File: config.mk
export PLATFORM = sky130hd
export DESIGN_NAME = flash_done_poller
export DESIGN_NICKNAME = d
export VERILOG_FILES = /design/src/rtl/fc_pkg.sv /design/src/rtl/fc_read_port.sv /design/src/rtl/fc_attempt_ctr.sv /design/src/rtl/fc_poll_ctrl.sv /design/src/rtl/flash_done_poller.sv
export SDC_FILE = /design/constraint.sdc
export NUM_CORES = 1
export LEC_CHECK = 0
export ABC_AREA = 1
export BUFFER_PORTS_ARGS = -buffer_cell sky130_fd_sc_hd__buf_2
export CAP_MARGIN = 20
export CORE_MARGIN = 3
export CORE_UTILIZATION = 43
export CTS_CLUSTER_SIZE = 30
export DETAILED_ROUTE_END_ITERATION = 16
export PLACE_DENSITY = 0.75
export SYNTH_ARGS = -nofsm -noshare
export SYNTH_HDL_FRONTEND = slang
export SYNTH_SLANG_ARGS = --single-unit
export TNS_END_PERCENT = 100
File: constraint.sdc
create_clock -name clk -period 1.6 [get_ports clk]
set_clock_uncertainty 0.2 [all_clocks]
set_input_delay 0.08 -clock clk [delete_from_list [all_inputs] [get_ports clk]]
set_output_delay 0.08 -clock clk [all_outputs]
set_load 0.005 [all_outputs]
File: src/rtl/fc_pkg.sv
package fc_pkg;
  typedef enum logic [1:0] {
    ST_IDLE = 2'd0,
    ST_WAIT = 2'd1,
    ST_DONE = 2'd2
  } fc_state_e;

  typedef enum logic {
    MODE_DATA   = 1'b0,
    MODE_TOGGLE = 1'b1
  } fc_mode_e;

  localparam int unsigned BIT_DATA = 7;
  localparam int unsigned BIT_TGL  = 6;
  localparam int unsigned BIT_TMO  = 5;
endpackage

File: src/rtl/fc_read_port.sv
module fc_read_port #(
  parameter int unsigned AW = 24,
  parameter int unsigned DW = 8
) (
  input  logic          clk,
  input  logic          rst_n,
  input  logic          load_i,
  input  logic [AW-1:0] addr_i,
  input  logic          issue_i,
  output logic          rd_req_o,
  output logic [AW-1:0] rd_addr_o,
  input  logic          rd_valid_i,
  input  logic [DW-1:0] rd_data_i,
  output logic [DW-1:0] data_o,
  output logic          data_vld_o
);
  logic [AW-1:0] addr_q;
  logic          req_q, req_d;
  logic [DW-1:0] data_q;
  logic          vld_q, vld_d;
  logic          hs;

  assign hs = req_q && rd_valid_i;

  always_comb begin
    req_d = req_q;
    if (hs)      req_d = 1'b0;
    if (issue_i) req_d = 1'b1;
    vld_d = hs;
  end

  always_ff @(posedge clk or negedge rst_n) begin
    if (!rst_n) begin
      addr_q <= '0;
      req_q  <= 1'b0;
      data_q <= '0;
      vld_q  <= 1'b0;
    end else begin
      if (load_i) addr_q <= addr_i;
      if (hs)     data_q <= rd_data_i;
      req_q <= req_d;
      vld_q <= vld_d;
    end
  end

  assign rd_req_o   = req_q;
  assign rd_addr_o  = addr_q;
  assign data_o     = data_q;
  assign data_vld_o = vld_q;

  assert_req_hold_R2: assert property (@(posedge clk) disable iff (!rst_n)
    (req_q && !rd_valid_i) |=> (req_q && $stable(addr_q)));
  assert_no_issue_overlap_R2: assert property (@(posedge clk) disable iff (!rst_n)
    issue_i |-> !req_q);
endmodule

File: src/rtl/fc_attempt_ctr.sv
module fc_attempt_ctr #(
  parameter int unsigned MAX_READS = 16
) (
  input  logic clk,
  input  logic rst_n,
  input  logic clr_i,
  input  logic inc_i,
  output logic last_o
);
  localparam int unsigned CW = $clog2(MAX_READS + 1);

  logic [CW-1:0] cnt_q, cnt_d;

  always_comb begin
    cnt_d = cnt_q;
    if (inc_i) cnt_d = cnt_q + 1'b1;
    if (clr_i) cnt_d = '0;
  end

  always_ff @(posedge clk or negedge rst_n) begin
    if (!rst_n) cnt_q <= '0;
    else        cnt_q <= cnt_d;
  end

  assign last_o = (cnt_q == CW'(MAX_READS - 1));

  assert_budget_R8: assert property (@(posedge clk) disable iff (!rst_n)
    cnt_q <= CW'(MAX_READS));
endmodule

File: src/rtl/fc_poll_ctrl.sv
module fc_poll_ctrl
  import fc_pkg::*;
#(
  parameter int unsigned DW = 8
) (
  input  logic          clk,
  input  logic          rst_n,
  input  logic          start_i,
  input  logic          mode_i,
  input  logic [DW-1:0] expect_i,
  input  logic [DW-1:0] data_i,
  input  logic          data_vld_i,
  input  logic          last_i,
  output logic          load_o,
  output logic          issue_o,
  output logic          clr_o,
  output logic          busy_o,
  output logic          done_o,
  output logic          pass_o
);
  fc_state_e state_q, state_d;
  fc_mode_e  mode_q, mode_d;
  logic exp7_q, exp7_d;
  logic recheck_q, recheck_d;
  logic have_prev_q, have_prev_d;
  logic prev6_q, prev6_d;
  logic pass_q, pass_d;
  logic fin, ok;
  logic d7, d6, d5;

  assign d7 = data_i[BIT_DATA];
  assign d6 = data_i[BIT_TGL];
  assign d5 = data_i[BIT_TMO];

  always_comb begin
    state_d     = state_q;
    mode_d      = mode_q;
    exp7_d      = exp7_q;
    recheck_d   = recheck_q;
    have_prev_d = have_prev_q;
    prev6_d     = prev6_q;
    pass_d      = pass_q;
    load_o      = 1'b0;
    issue_o     = 1'b0;
    clr_o       = 1'b0;
    fin         = 1'b0;
    ok          = 1'b0;
    unique case (state_q)
      ST_IDLE: begin
        if (start_i) begin
          load_o      = 1'b1;
          clr_o       = 1'b1;
          issue_o     = 1'b1;
          mode_d      = fc_mode_e'(mode_i);
          exp7_d      = expect_i[BIT_DATA];
          recheck_d   = 1'b0;
          have_prev_d = 1'b0;
          pass_d      = 1'b0;
          state_d     = ST_WAIT;
        end
      end
      ST_WAIT: begin
        if (data_vld_i) begin
          if (mode_q == MODE_DATA) begin
            if (d7 == exp7_q) begin
              fin = 1'b1;
              ok  = 1'b1;
            end else if (recheck_q) begin
              fin = 1'b1;
            end else if (d5) begin
              recheck_d = 1'b1;
            end
          end else begin
            if (!have_prev_q) begin
              have_prev_d = 1'b1;
              prev6_d     = d6;
            end else if (d6 == prev6_q) begin
              fin = 1'b1;
              ok  = 1'b1;
            end else if (recheck_q) begin
              fin = 1'b1;
            end else if (d5) begin
              recheck_d   = 1'b1;
              have_prev_d = 1'b0;
            end else begin
              prev6_d = d6;
            end
          end
          if (!fin && last_i) fin = 1'b1;
          if (fin) begin
            pass_d  = ok;
            state_d = ST_DONE;
          end else begin
            issue_o = 1'b1;
          end
        end
      end
      ST_DONE: state_d = ST_IDLE;
      default: state_d = ST_IDLE;
    endcase
  end

  always_ff @(posedge clk or negedge rst_n) begin
    if (!rst_n) begin
      state_q     <= ST_IDLE;
      mode_q      <= MODE_DATA;
      exp7_q      <= 1'b0;
      recheck_q   <= 1'b0;
      have_prev_q <= 1'b0;
      prev6_q     <= 1'b0;
      pass_q      <= 1'b0;
    end else begin
      state_q     <= state_d;
      mode_q      <= mode_d;
      exp7_q      <= exp7_d;
      recheck_q   <= recheck_d;
      have_prev_q <= have_prev_d;
      prev6_q     <= prev6_d;
      pass_q      <= pass_d;
    end
  end

  assign busy_o = (state_q == ST_WAIT);
  assign done_o = (state_q == ST_DONE);
  assign pass_o = done_o && pass_q;

  assert_done_single_R9: assert property (@(posedge clk) disable iff (!rst_n)
    done_o |=> !done_o);
  assert_done_after_busy_R9: assert property (@(posedge clk) disable iff (!rst_n)
    done_o |-> $past(busy_o));
  assert_busy_needs_start_R1: assert property (@(posedge clk) disable iff (!rst_n)
    $rose(busy_o) |-> $past(start_i));
  assert_recheck_decides_R5: assert property (@(posedge clk) disable iff (!rst_n)
    (busy_o && data_vld_i && recheck_q && mode_q == MODE_DATA) |=> done_o);
endmodule

File: src/rtl/flash_done_poller.sv
module flash_done_poller #(
  parameter int unsigned AW        = 24,
  parameter int unsigned DW        = 8,
  parameter int unsigned MAX_READS = 16
) (
  input  logic          clk,
  input  logic          rst_n,
  input  logic          start_i,
  input  logic          mode_i,
  input  logic [AW-1:0] addr_i,
  input  logic [DW-1:0] expect_i,
  output logic          rd_req_o,
  output logic [AW-1:0] rd_addr_o,
  input  logic          rd_valid_i,
  input  logic [DW-1:0] rd_data_i,
  output logic          busy_o,
  output logic          done_o,
  output logic          pass_o
);
  logic          rst_s1_q, rst_sync_n;
  logic          load, issue, clr, last, data_vld;
  logic [DW-1:0] data;

  always_ff @(posedge clk or negedge rst_n) begin
    if (!rst_n) begin
      rst_s1_q   <= 1'b0;
      rst_sync_n <= 1'b0;
    end else begin
      rst_s1_q   <= 1'b1;
      rst_sync_n <= rst_s1_q;
    end
  end

  fc_read_port #(.AW(AW), .DW(DW)) port_i (
    .clk(clk), .rst_n(rst_sync_n), .load_i(load), .addr_i(addr_i),
    .issue_i(issue), .rd_req_o(rd_req_o), .rd_addr_o(rd_addr_o),
    .rd_valid_i(rd_valid_i), .rd_data_i(rd_data_i),
    .data_o(data), .data_vld_o(data_vld)
  );

  fc_attempt_ctr #(.MAX_READS(MAX_READS)) ctr_i (
    .clk(clk), .rst_n(rst_sync_n), .clr_i(clr), .inc_i(data_vld),
    .last_o(last)
  );

  fc_poll_ctrl #(.DW(DW)) ctrl_i (
    .clk(clk), .rst_n(rst_sync_n), .start_i(start_i), .mode_i(mode_i),
    .expect_i(expect_i), .data_i(data), .data_vld_i(data_vld),
    .last_i(last), .load_o(load), .issue_o(issue), .clr_o(clr),
    .busy_o(busy_o), .done_o(done_o), .pass_o(pass_o)
  );

  assert_pass_with_done_R9: assert property (@(posedge clk) disable iff (!rst_sync_n)
    pass_o |-> (done_o && !rd_req_o));
endmodule

Yosys cells after proc, flatten, opt, wreduce, memory -nomap -nowiden
Cells that the tools add are included.

operators by class
  add/subtract/negate cells = 1
  equal/unequal tests = 15
  multiplexer cells = 50
  reduce and logical (&&, ||, !) cells = 14

operators with widths
  kind                   count
  $mux W1                40
  $reduce_and A6 Y1      2
  $mux W5                2
  $ne A2 B2 Y1 const B   4
  $pmux W1 S2            4
  $reduce_and A4 Y1      2
  $mux W2                3
  $ne A2 B1 Y1 const B   3
  $ne A3 B3 Y1 const B   2
  $reduce_bool A2 Y1     3
  $add A5 B1 Y5 const B  1
  $eq A5 B4 Y1 const B   1
  $pmux W2 S2            1
  $logic_and A1 B1 Y1    3
  $ne A3 B2 Y1 const B   1
  $reduce_and A3 Y1      1
  $eq A1 B1 Y1           2
  $eq A2 B1 Y1 const B   1
  $eq A2 B2 Y1 const B   1
  $logic_not A2 Y1       1
  $reduce_and A2 Y1      1
  $logic_not A1 Y1       1

word-level totals
  bits in registers = 49
  input bits = 45
  output and inout port bits = 28

Depth between registers and ports, before layout
Gate-level depths: netlist (run 1).

  depth after elaboration = 15
  mapped depth = 9

Cells and area by module
Synthesis (run 1) repeated with hierarchy kept, for this count alone.

unflattened totals
  cell total of the unflattened synthesis = 250
  area total of the unflattened synthesis = 2185.8 sq um

modules (own cells, without submodules)
  module             instances  cells each  area an instance (sq um)  seq. area each (sq um)
  fc_read_port       1          141         1347.5                    850.8
  fc_poll_ctrl       1          75          520.5                     200.2
  fc_attempt_ctr     1          31          264.0                     125.1
  flash_done_poller  1          3           53.8                      50.0

Least setup slack after synthesis (run 1)
Ideal clock, no wire load.

  kind = flip-flop to flip-flop
  start = register ctr_i.cnt_q[0]
  end = register ctrl_i.state_q[1]
  library setup time = 0.115 ns
  arrival time = 1.193 ns
  data required time = 1.285 ns
  path slack = 0.092 ns
  stages on the path, launching flop included = 9
  buffers on the path = 0
  path through = dfrtp_1 ha_1 inv_1 nor3_1 ha_1 inv_1 nand4_1 nand3b_1 inv_1

between the ends
  word-level cells in the longest chain between the ends = 7

ends and longest elaborated chain
  item                                line                  source
  start, declared                     fc_attempt_ctr.sv:12  logic [CW-1:0] cnt_q, cnt_d;
  start signal, assigned              fc_attempt_ctr.sv:22  else cnt_q <= cnt_d;
  $eq A5 B4 Y1                        fc_attempt_ctr.sv:25  assign last_o = (cnt_q == CW'(MAX_READS - 1));
  $logic_and A1 B1 Y1                 fc_poll_ctrl.sv:89    if (!fin && last_i) fin = 1'b1;
  $mux W1                             fc_poll_ctrl.sv:89
  $mux W1                             fc_poll_ctrl.sv:63    if (data_vld_i) begin
  $mux W1                             fc_poll_ctrl.sv:48    unique case (state_q)
  $ne A2 B1 Y1 (no source line)       --
  $reduce_and A3 Y1 (no source line)  --
  end signal, assigned                fc_poll_ctrl.sv:113   state_q <= state_d;
  end, declared                       fc_poll_ctrl.sv:21    fc_state_e state_q, state_d;

No other way between the ends. The select of a mux whose other input is x is not followed.
A chain may end at the register's enable or synchronous reset.

Worst setup path after layout (run 1)
Ends and elaborated chain as after synthesis.

==> flow_summary.toml, run 1 <==
[place]
dp.cells = 330
gp_congestion = 0.860
place_ws_ns = -0.00142
port_buffers = 60
dp_hpwl_mm = 2.86

[global_routing]
grt_max_degree = 31
antenna_found_initial = 0
grt_pass1_vias = 1628
grt_overflow = 0
grt_pass1_wl_mm = 7.40
grt_use_total = 0.184

[logic_synthesis]
synth_edf_count = 0
syn_inst = 220
synth_ff_type = "dfrtp_1"
synth_area_um2 = 1890
synth-seq-area-share = 0.582
yosysWarnings = 0
synth-seq-cells = 44
syn_area_per_cell_um2 = 8.59
synth_fp_nets = 267
ys_async_sr_fraction = 1.00
synth_cell_types = 27

[critical_path]
required_ns = 1.59
path_delay_family = "flip-flops"
r2r_cells = 8
end_kind = "flip-flop"
path_common_cell = "inv_1"
cp.arrival_ns = 1.55
cp_num_buf_inv = 3
r2r_end = "ctrl_i.state_q[1]$_DFFE_PN0P_"
critPathCapture = "ctrl_i.state_q[1]$_DFFE_PN0P_"
reg2reg_slack_ns = 0.04
path_max_fanout = 4
cp_cell_sequence = "ha_2 > inv_2 > nor3_2 > ha_1 > inv_1 > nand4_1 > nand3b_1 > inv_1"
crit_start = "ctr_i.cnt_q[0]$_DFFE_PN0P_"
critPathMaxStageDelay_ns = 0.40
start_kind = "flip-flop"
r2r_start = "ctr_i.cnt_q[0]$_DFFE_PN0P_"
path_class = "reg -> reg"
crit_cells = 8
slowest_stage = "dfrtp_1"

[worst_hold_path]
hp-class = "reg -> async"

[floorplanning]
die_area_um2 = 5230
die_x_um = 72.3
row_count = 23
io_pins = 73
die_height_um = 72.3
coreArea_um2 = 4120
start_util = 0.459

[run]
drv_cap = 0

[cells_and_area]
diodes = 0
final_common_cell = "nand2_1"
drive_gt1_frac = 0.280
fillers = 331
fin_cells = 372
multi_input_area_um2 = 676
synthToLayoutAreaGrowth_pct = 43.3
nets = 368
final_cell_mix = "98 x nand2_1, 60 x buf_2, 43 x dfrtp_1"
final-seq-area_um2 = 1100

[detailed_routing]
avgViaCountPerCell = 4.68
firstDrtPassIters = 5
drc = 0
ant_nets = 0
vias = 1741
wire_per_inst_um = 11.7
drt_wl_total_mm = 4.37
drtIter0Drc = 98

[clocking]
cts_sinks = 44
cts_buffer_depth = 2
cts_tree = "done"
htree_levels = 2
path_clk_slew_ns = 0.08
root_buffer = "clkbuf_8"
insertion_delay_ns = 0.29
cts_inserted_buffers = 5

[timing]
drv_slew = 0
min_period_over_period = 0.975
setup_violations = 0
rsz0062_at_grt = "yes"
finalHoldViolCount = 0
maxSlewHeadroom = 0.632
max_freq_mhz = 641
worst_slack_ns = 0.0404
worstMarginPinSlew_ns = 0.550
period_needed_ns = 1.56

[outcome]
status = "finished clean"

[power]
p_per_area_nw_per_um2 = 1540
peakVddDrop_uv = 954
leakagePower_uw = 0.00148
==> per-layer routing <==
metal,GRT usage,vias to the layer above,part of all wire
met4,0.0731,0,0.019
met2,0.296,55,0.49
met3,0.0582,8,0.061
met5,0,-,0
met1,0.229,799,0.43
li1,-,879,-
==> worst min path at each step <==
stage / startpoint / end / slack (ns)
2_1_floorplan: rst_n / rst_s1_q$_DFF_PN0_ / -0.42
3_3_place_gp: rst_n / rst_s1_q$_DFF_PN0_ / -0.33
3_5_place_dp: rst_n / rst_s1_q$_DFF_PN0_ / -0.33
4_1_cts: start_i / ctrl_i.state_q[0]$_DFFE_PN0P_ / 0.01
5_1_grt: rst_sync_n$_DFF_PN0_ / ctr_i.cnt_q[3]$_DFFE_PN0P_ / 0.06
6_report: rst_sync_n$_DFF_PN0_ / ctr_i.cnt_q[3]$_DFFE_PN0P_ / 0.03
==> report_power, final <==
group	internal, µW	switching (µW)
Combinational	740	919
Clock	306	343
Sequential	1570	301
Total	2610	1560
==> cells by family after synthesis <==
kind of cell,share of synthesized area
flip-flops,0.582
buffers and inverters,0.0682
other,0.00198
adder cells (fa/ha/maj),0.0132
XOR/XNOR,0.00463
AO/OA/AOI/OAI,0.0529
AND/OR/NAND/NOR,0.277
==> sequential cells by signal (all words and copies together), names as in the netlist <==
name and cells:
ctr_i.cnt_q 5, ctrl_i.exp7_q 1, ctrl_i.have_prev_q 1, ctrl_i.mode_q 1, ctrl_i.pass_q 1, ctrl_i.prev6_q 1, ctrl_i.recheck_q 1, ctrl_i.state_q 2
port_i.data_o 3, port_i.data_vld_o 1, port_i.rd_addr_o 24, port_i.rd_req_o 1, rst_s1_q 1, rst_sync_n 1
==> timing repair <==
action	CTS	global route
pin swaps	1	1
endpoints found under the hold margin	45	4
resized for setup	1	5
endpoints found under the setup margin	1	15
hold buffers	34	1
buffers inserted	0	0
==> area by class of cell <==
type	count	share of cell area
flip-flops and latches	44	0.407
well taps	50	0.0231
multi-input cells	146	0.249
inverters	24	0.0332
clock buffers	7	0.0282
repair buffers	100	0.258
clock inverters	1	0.00185
==> synthesized netlist by cell type, types with 2 or more instances <==
library cell	count	share of area
a21oi_1	5	0.013
a31oi_1	2	0.0066
buf_2	4	0.011
dfrtp_1	44	0.58
ha_1	2	0.013
inv_1	20	0.040
inv_2	4	0.0079
nand2_1	99	0.20
nand2_2	4	0.013
nand3_1	6	0.016
nand4_1	4	0.013
nor2_1	2	0.0040
nor2_2	2	0.0066
nor3_1	2	0.0053
o211ai_1	2	0.0079
o21ai_0	5	0.013
o21ai_1	3	0.0079
==> through the flow <==
stage	setup TNS, ns	area, µm²	total power (µW)	hold slack [ns]	util
floorplan	0	1890	2850	-0.416	-
global placement	0	2270	3400	-0.333	0.552
detailed placement	-0.00142	2270	3450	-0.332	0.552
CTS	0	2700	4210	0.0122	0.656
global route	-0.0809	2710	4550	0.0614	0.659
finish	0	2710	4180	0.0324	0.659
(Power assumes the default switching activity.)
==> run 2: changes to the inputs <==
--- a/config.mk
+++ b/config.mk
@@ -8,11 +8,12 @@
 export ABC_AREA = 1
 export BUFFER_PORTS_ARGS = -buffer_cell sky130_fd_sc_hd__buf_2
 export CAP_MARGIN = 20
+export CORE_ASPECT_RATIO = 0.6
 export CORE_MARGIN = 3
-export CORE_UTILIZATION = 43
+export CORE_UTILIZATION = 25
 export CTS_CLUSTER_SIZE = 30
 export DETAILED_ROUTE_END_ITERATION = 16
-export PLACE_DENSITY = 0.75
+export PLACE_DENSITY = 0.45
 export SYNTH_ARGS = -nofsm -noshare
 export SYNTH_HDL_FRONTEND = slang
 export SYNTH_SLANG_ARGS = --single-unit
==> flow_summary.toml, run 2 (same netlist as run 1, synthesis figures left out) <==
[outcome]
status = "finished with violations"
violations = "setup timing"

[critical_path]
r2r_cells = 8
reg2reg_slack_ns = -0.04
critPathMaxStageDelay_ns = 0.39
required_ns = 1.56
cp.arrival_ns = 1.60
path_delay_family = "adder cells"
slowest_stage = "dfrtp_1"
r2r_start = "ctr_i.cnt_q[1]$_DFFE_PN0P_"
end_kind = "flip-flop"
cp_num_buf_inv = 3
path_class = "reg -> reg"
cp_cell_sequence = "ha_2 > inv_2 > nor3_2 > ha_2 > inv_2 > buf_4 > nand4_1 > o211ai_1"
start_kind = "flip-flop"
r2r_end = "port_i.rd_req_o$_DFFE_PN0P_"
path_max_fanout = 3

[floorplanning]
row_count = 23
io_pins = 73
start_util = 0.270
die_height_um = 73.4
coreArea_um2 = 6990
die_area_um2 = 8680
die_x_um = 118

[clocking]
cts_sinks = 44
cts_inserted_buffers = 5
insertion_delay_ns = 0.28
cts_buffer_depth = 2
root_buffer = "clkbuf_16"
path_clk_slew_ns = 0.07
htree_levels = 2
cts_tree = "done"

[cells_and_area]
fin_cells = 426
synthToLayoutAreaGrowth_pct = 53.3
fillers = 703
drive_gt1_frac = 0.298
diodes = 0
final_cell_mix = "98 x nand2_1, 60 x buf_2, 43 x dfrtp_1"
nets = 372
fin_area_um2 = 2900
final_common_cell = "nand2_1"
largest_register_ffs = 24
fin_util = 0.414

[global_routing]
grt_overflow = 0
grt_pass1_vias = 1724
grt_pass1_wl_mm = 8.23
grt_max_degree = 26
antenna_found_initial = 0
grt_use_total = 0.118

[detailed_routing]
firstDrtPassIters = 4
ant_nets = 0
drc = 0
vias = 1734
wire_per_inst_um = 11.6
drtIter0Drc = 75
drt_wl_total_mm = 4.96
avgViaCountPerCell = 4.07

[timing]
finalHoldViolCount = 0
setup_violations = 1
period_needed_ns = 1.64
worst_slack_ns = -0.0422
tns_ns = -0.0422
rsz0062_at_grt = "yes"
min_period_over_period = 1.03
drv_slew = 0
max_freq_mhz = 609

[place]
dp.cells = 382
place_ws_ns = 0.0146
dp_hpwl_mm = 3.41
place_area_um2 = 2340
port_buffers = 60
gp_congestion = 0.745

[power]
leakagePower_uw = 0.00154
p_per_area_nw_per_um2 = 1660
peakVddDrop_uv = 631

[worst_hold_path]
hp-class = "reg -> async"

[run]
drv_cap = 0
## run 2: changes by cell type in the layout (fill, tap and decap cells not counted), moves of 2 or more
| cell | previous run | this run |
|---|---|---|
| clkbuf_8 | 5 | 1 |
| buf_4 | 5 | 8 |
| clkbuf_1 | 2 | 0 |
| clkbuf_16 | 0 | 5 |
## run 2: per-layer routing
layer	up-vias	GRT usage	part of all wire	wire [µm]
met1	788	0.166	0.53	2610
met3	2	0.0408	0.065	323
li1	892	-	-	-
met2	52	0.178	0.40	2010
met5	-	0	0	0
met4	0	0.0195	0.0038	19
## run 2: cell type report
class | instances | area, µm² | share of cell area
well taps | 100 | 125 | 0.0432
clock inverters | 2 | 38.8 | 0.0134
inverters | 24 | 92.6 | 0.0320
flip-flops and latches | 44 | 1100 | 0.380
repair buffers | 104 | 722 | 0.249
clock buffers | 6 | 139 | 0.0479
multi-input cells | 146 | 678 | 0.234
## run 2: worst max-delay path by stage
stage	start	end	slack (ns)	cells after the start
finish	ctr_i.cnt_q[1]$_DFFE_PN0P_	port_i.rd_req_o$_DFFE_PN0P_	-0.04	8
global route	ctr_i.cnt_q[1]$_DFFE_PN0P_	port_i.rd_req_o$_DFFE_PN0P_	-0.07	8
CTS	rd_valid_i	port_i.data_o[5]$_DFFE_PN0P_	0.02	7
detailed placement	ctr_i.cnt_q[1]$_DFFE_PN0P_	ctrl_i.state_q[1]$_DFFE_PN0P_	0.01	8
global placement	ctr_i.cnt_q[0]$_DFFE_PN0P_	ctrl_i.state_q[1]$_DFFE_PN0P_	0.04	8
floorplan	rst_sync_n$_DFF_PN0_	ctr_i.cnt_q[0]$_DFFE_PN0P_	0.08	0
## run 2: what timing repair did
| item | in CTS | in global routing |
|---|---|---|
| hold buffers | 35 | 0 |
| endpoints found under the setup margin | 1 | 12 |
| pin swaps | 1 | 3 |
| gates cloned | 0 | 0 |
| endpoints found under the hold margin | 34 | 0 |
| gates resized for setup | 0 | 11 |
| buffers inserted | 0 | 1 |
## run 2: stage by stage
stage	hold slack [ns]	power (µW)
2_1_floorplan	-0.416	2850
3_5_place_dp	-0.333	3500
6_report	0.0318	4810
4_1_cts	0.0425	4840
5_1_grt	0.0622	5230
3_3_place_gp	-0.333	3490
## run 2: power breakdown
group,internal (µW),switching [µW],leakage [µW],total [µW]
clock network,782,425,0.0000871,1210
registers,1570,312,0.000553,1880
logic,775,950,0.000903,1720
total,3130,1690,0.00154,4810
==> run 3: changes to the inputs <==
--- a/config.mk
+++ b/config.mk
@@ -13,7 +13,7 @@
 export CORE_UTILIZATION = 25
 export CTS_CLUSTER_SIZE = 30
 export DETAILED_ROUTE_END_ITERATION = 16
-export PLACE_DENSITY = 0.45
+export PLACE_DENSITY = 0.44
 export SYNTH_ARGS = -nofsm -noshare
 export SYNTH_HDL_FRONTEND = slang
 export SYNTH_SLANG_ARGS = --single-unit
==> constraint.sdc (replaced) <==
create_clock -name clk -period 1.8 [get_ports clk]
set_clock_uncertainty 0.2 [all_clocks]
set_input_delay 0.09 -clock clk [delete_from_list [all_inputs] [get_ports clk]]
set_output_delay 0.09 -clock clk [all_outputs]
set_load 0.005 [all_outputs]
==> flow_summary.toml, run 3 (same netlist as run 1, synthesis figures left out) <==
[timing]
setup_violations = 0
worst_slack_ns = 0.167
finalHoldViolCount = 0
tns_ns = 0
hold_ws_ns = 0.0341
worstMarginPinSlew_ns = 0.577
max_freq_mhz = 612
maxSlewHeadroom = 0.614
period_needed_ns = 1.63
drv_slew = 0
min_period_over_period = 0.907
rsz0062_at_grt = "no"

[clocking]
cts_inserted_buffers = 5
path_clk_slew_ns = 0.06
cts_tree = "done"
cts_buffer_depth = 2
insertion_delay_ns = 0.28
root_buffer = "clkbuf_16"
cts_sinks = 44
postCtsSetupRepairBufs = 0
cts_resized = 0
htree_levels = 2

[global_routing]
antenna_found_initial = 0
grt_overflow = 0
grt_pass1_vias = 1649
grt_pass1_wl_mm = 7.89
grt_use_total = 0.113
grt_max_degree = 31

[critical_path]
start_kind = "flip-flop"
required_ns = 1.77
crit_start = "ctr_i.cnt_q[0]$_DFFE_PN0P_"
end_kind = "flip-flop"
path_max_fanout = 4
path_class = "reg -> reg"
r2r_start = "ctr_i.cnt_q[0]$_DFFE_PN0P_"
cp.arrival_ns = 1.60

[floorplanning]
die_x_um = 118
row_count = 23
io_pins = 73
die_area_um2 = 8680
die_height_um = 73.4
start_util = 0.270
coreArea_um2 = 6990

[cells_and_area]
final-seq-area_um2 = 1100
drive_gt1_frac = 0.265
nets = 367
multi_input_area_um2 = 661
fillers = 710
diodes = 0
fin_util = 0.409
largest_register_ffs = 24
synthToLayoutAreaGrowth_pct = 51.4
final_common_cell = "nand2_1"
final_cell_mix = "99 x nand2_1, 60 x buf_2, 43 x dfrtp_1"

[worst_hold_path]
hp-class = "reg -> async"

[run]
drv_cap = 0

[detailed_routing]
drc = 0
vias = 1649
ant_nets = 0
avgViaCountPerCell = 3.92
drtIter0Drc = 40
drt_wl_total_mm = 4.64
wire_per_inst_um = 11.0
firstDrtPassIters = 4

[power]
peakVddDrop_uv = 530
leakagePower_uw = 0.00152
p_per_area_nw_per_um2 = 1470

[place]
place_ws_ns = 0.187
dp_hpwl_mm = 3.17
port_buffers = 60
gp_congestion = 0.777

[outcome]
status = "finished clean"
[run 3: cell count changes in the layout (fill, tap and decap cells not counted), moves of 2 or more]
| cell | before | now |
|---|---|---|
| buf_12 | 0 | 2 |
| buf_4 | 8 | 2 |
| ha_1 | 0 | 2 |
| ha_2 | 2 | 0 |
| inv_1 | 17 | 20 |
| inv_2 | 6 | 4 |
[run 3: final cells by class]
type / instances / share of cell area
inverters: 24 / 0.0315
repair buffers: 99 / 0.247
clock buffers: 6 / 0.0485
flip-flops and latches: 44 / 0.385
multi-input cells: 146 / 0.231
well taps: 100 / 0.0437
clock inverters: 2 / 0.0136
[run 3: timing repair]
action / CTS / global route
hold endpoints to repair: 46 / 0
setup endpoints to repair: 0 / 0
hold buffers: 35 / 0
[run 3: path summary, 6_finish.rpt]
kind	to	slack [ns]	cells after the start
worst max-delay path	ctrl_i.pass_q$_DFFE_PN0P_	0.17	8
worst min-delay path	port_i.data_o[7]$_DFFE_PN0P_	0.03	1
worst max register to register	ctrl_i.pass_q$_DFFE_PN0P_	0.17	8
worst min register to register	port_i.data_o[7]$_DFFE_PN0P_	0.03	1
max in group asynchronous	port_i.rd_addr_o[13]$_DFFE_PN0P_	0.38	1
min in group clk	rst_sync_n$_DFF_PN0_	0.16	0
[run 3: where the power goes]
| part | internal [µW] | switching [µW] | total (µW) |
|---|---|---|---|
| combinational | 659 | 809 | 1470 |
| clock | 695 | 379 | 1070 |
| sequential | 1400 | 263 | 1660 |
[run 3: routing by layer]
layer,GRT usage,share of wire
met1,0.163,0.55
met2,0.166,0.39
met3,0.0377,0.059
met4,0.0195,0
met5,0,0
[run 3: worst max-delay path, stage by stage, from the launching register on]
cell and delay [ns]:
dfrtp_1 0.41, ha_1 0.22, inv_1 0.07, nor3_1 0.05
ha_1 0.17, inv_1 0.07, nand4_1 0.17, nand3_1 0.12
nand2_1 0.06
[run 3: through the flow]
stage	total power, µW	std cells	area [µm²]
3_3_place_gp	3090	378	2330
2_1_floorplan	2530	220	1890
4_1_cts	4270	421	2860
3_5_place_dp	3090	378	2330
5_1_grt	4570	421	2860
6_report	4200	421	2860
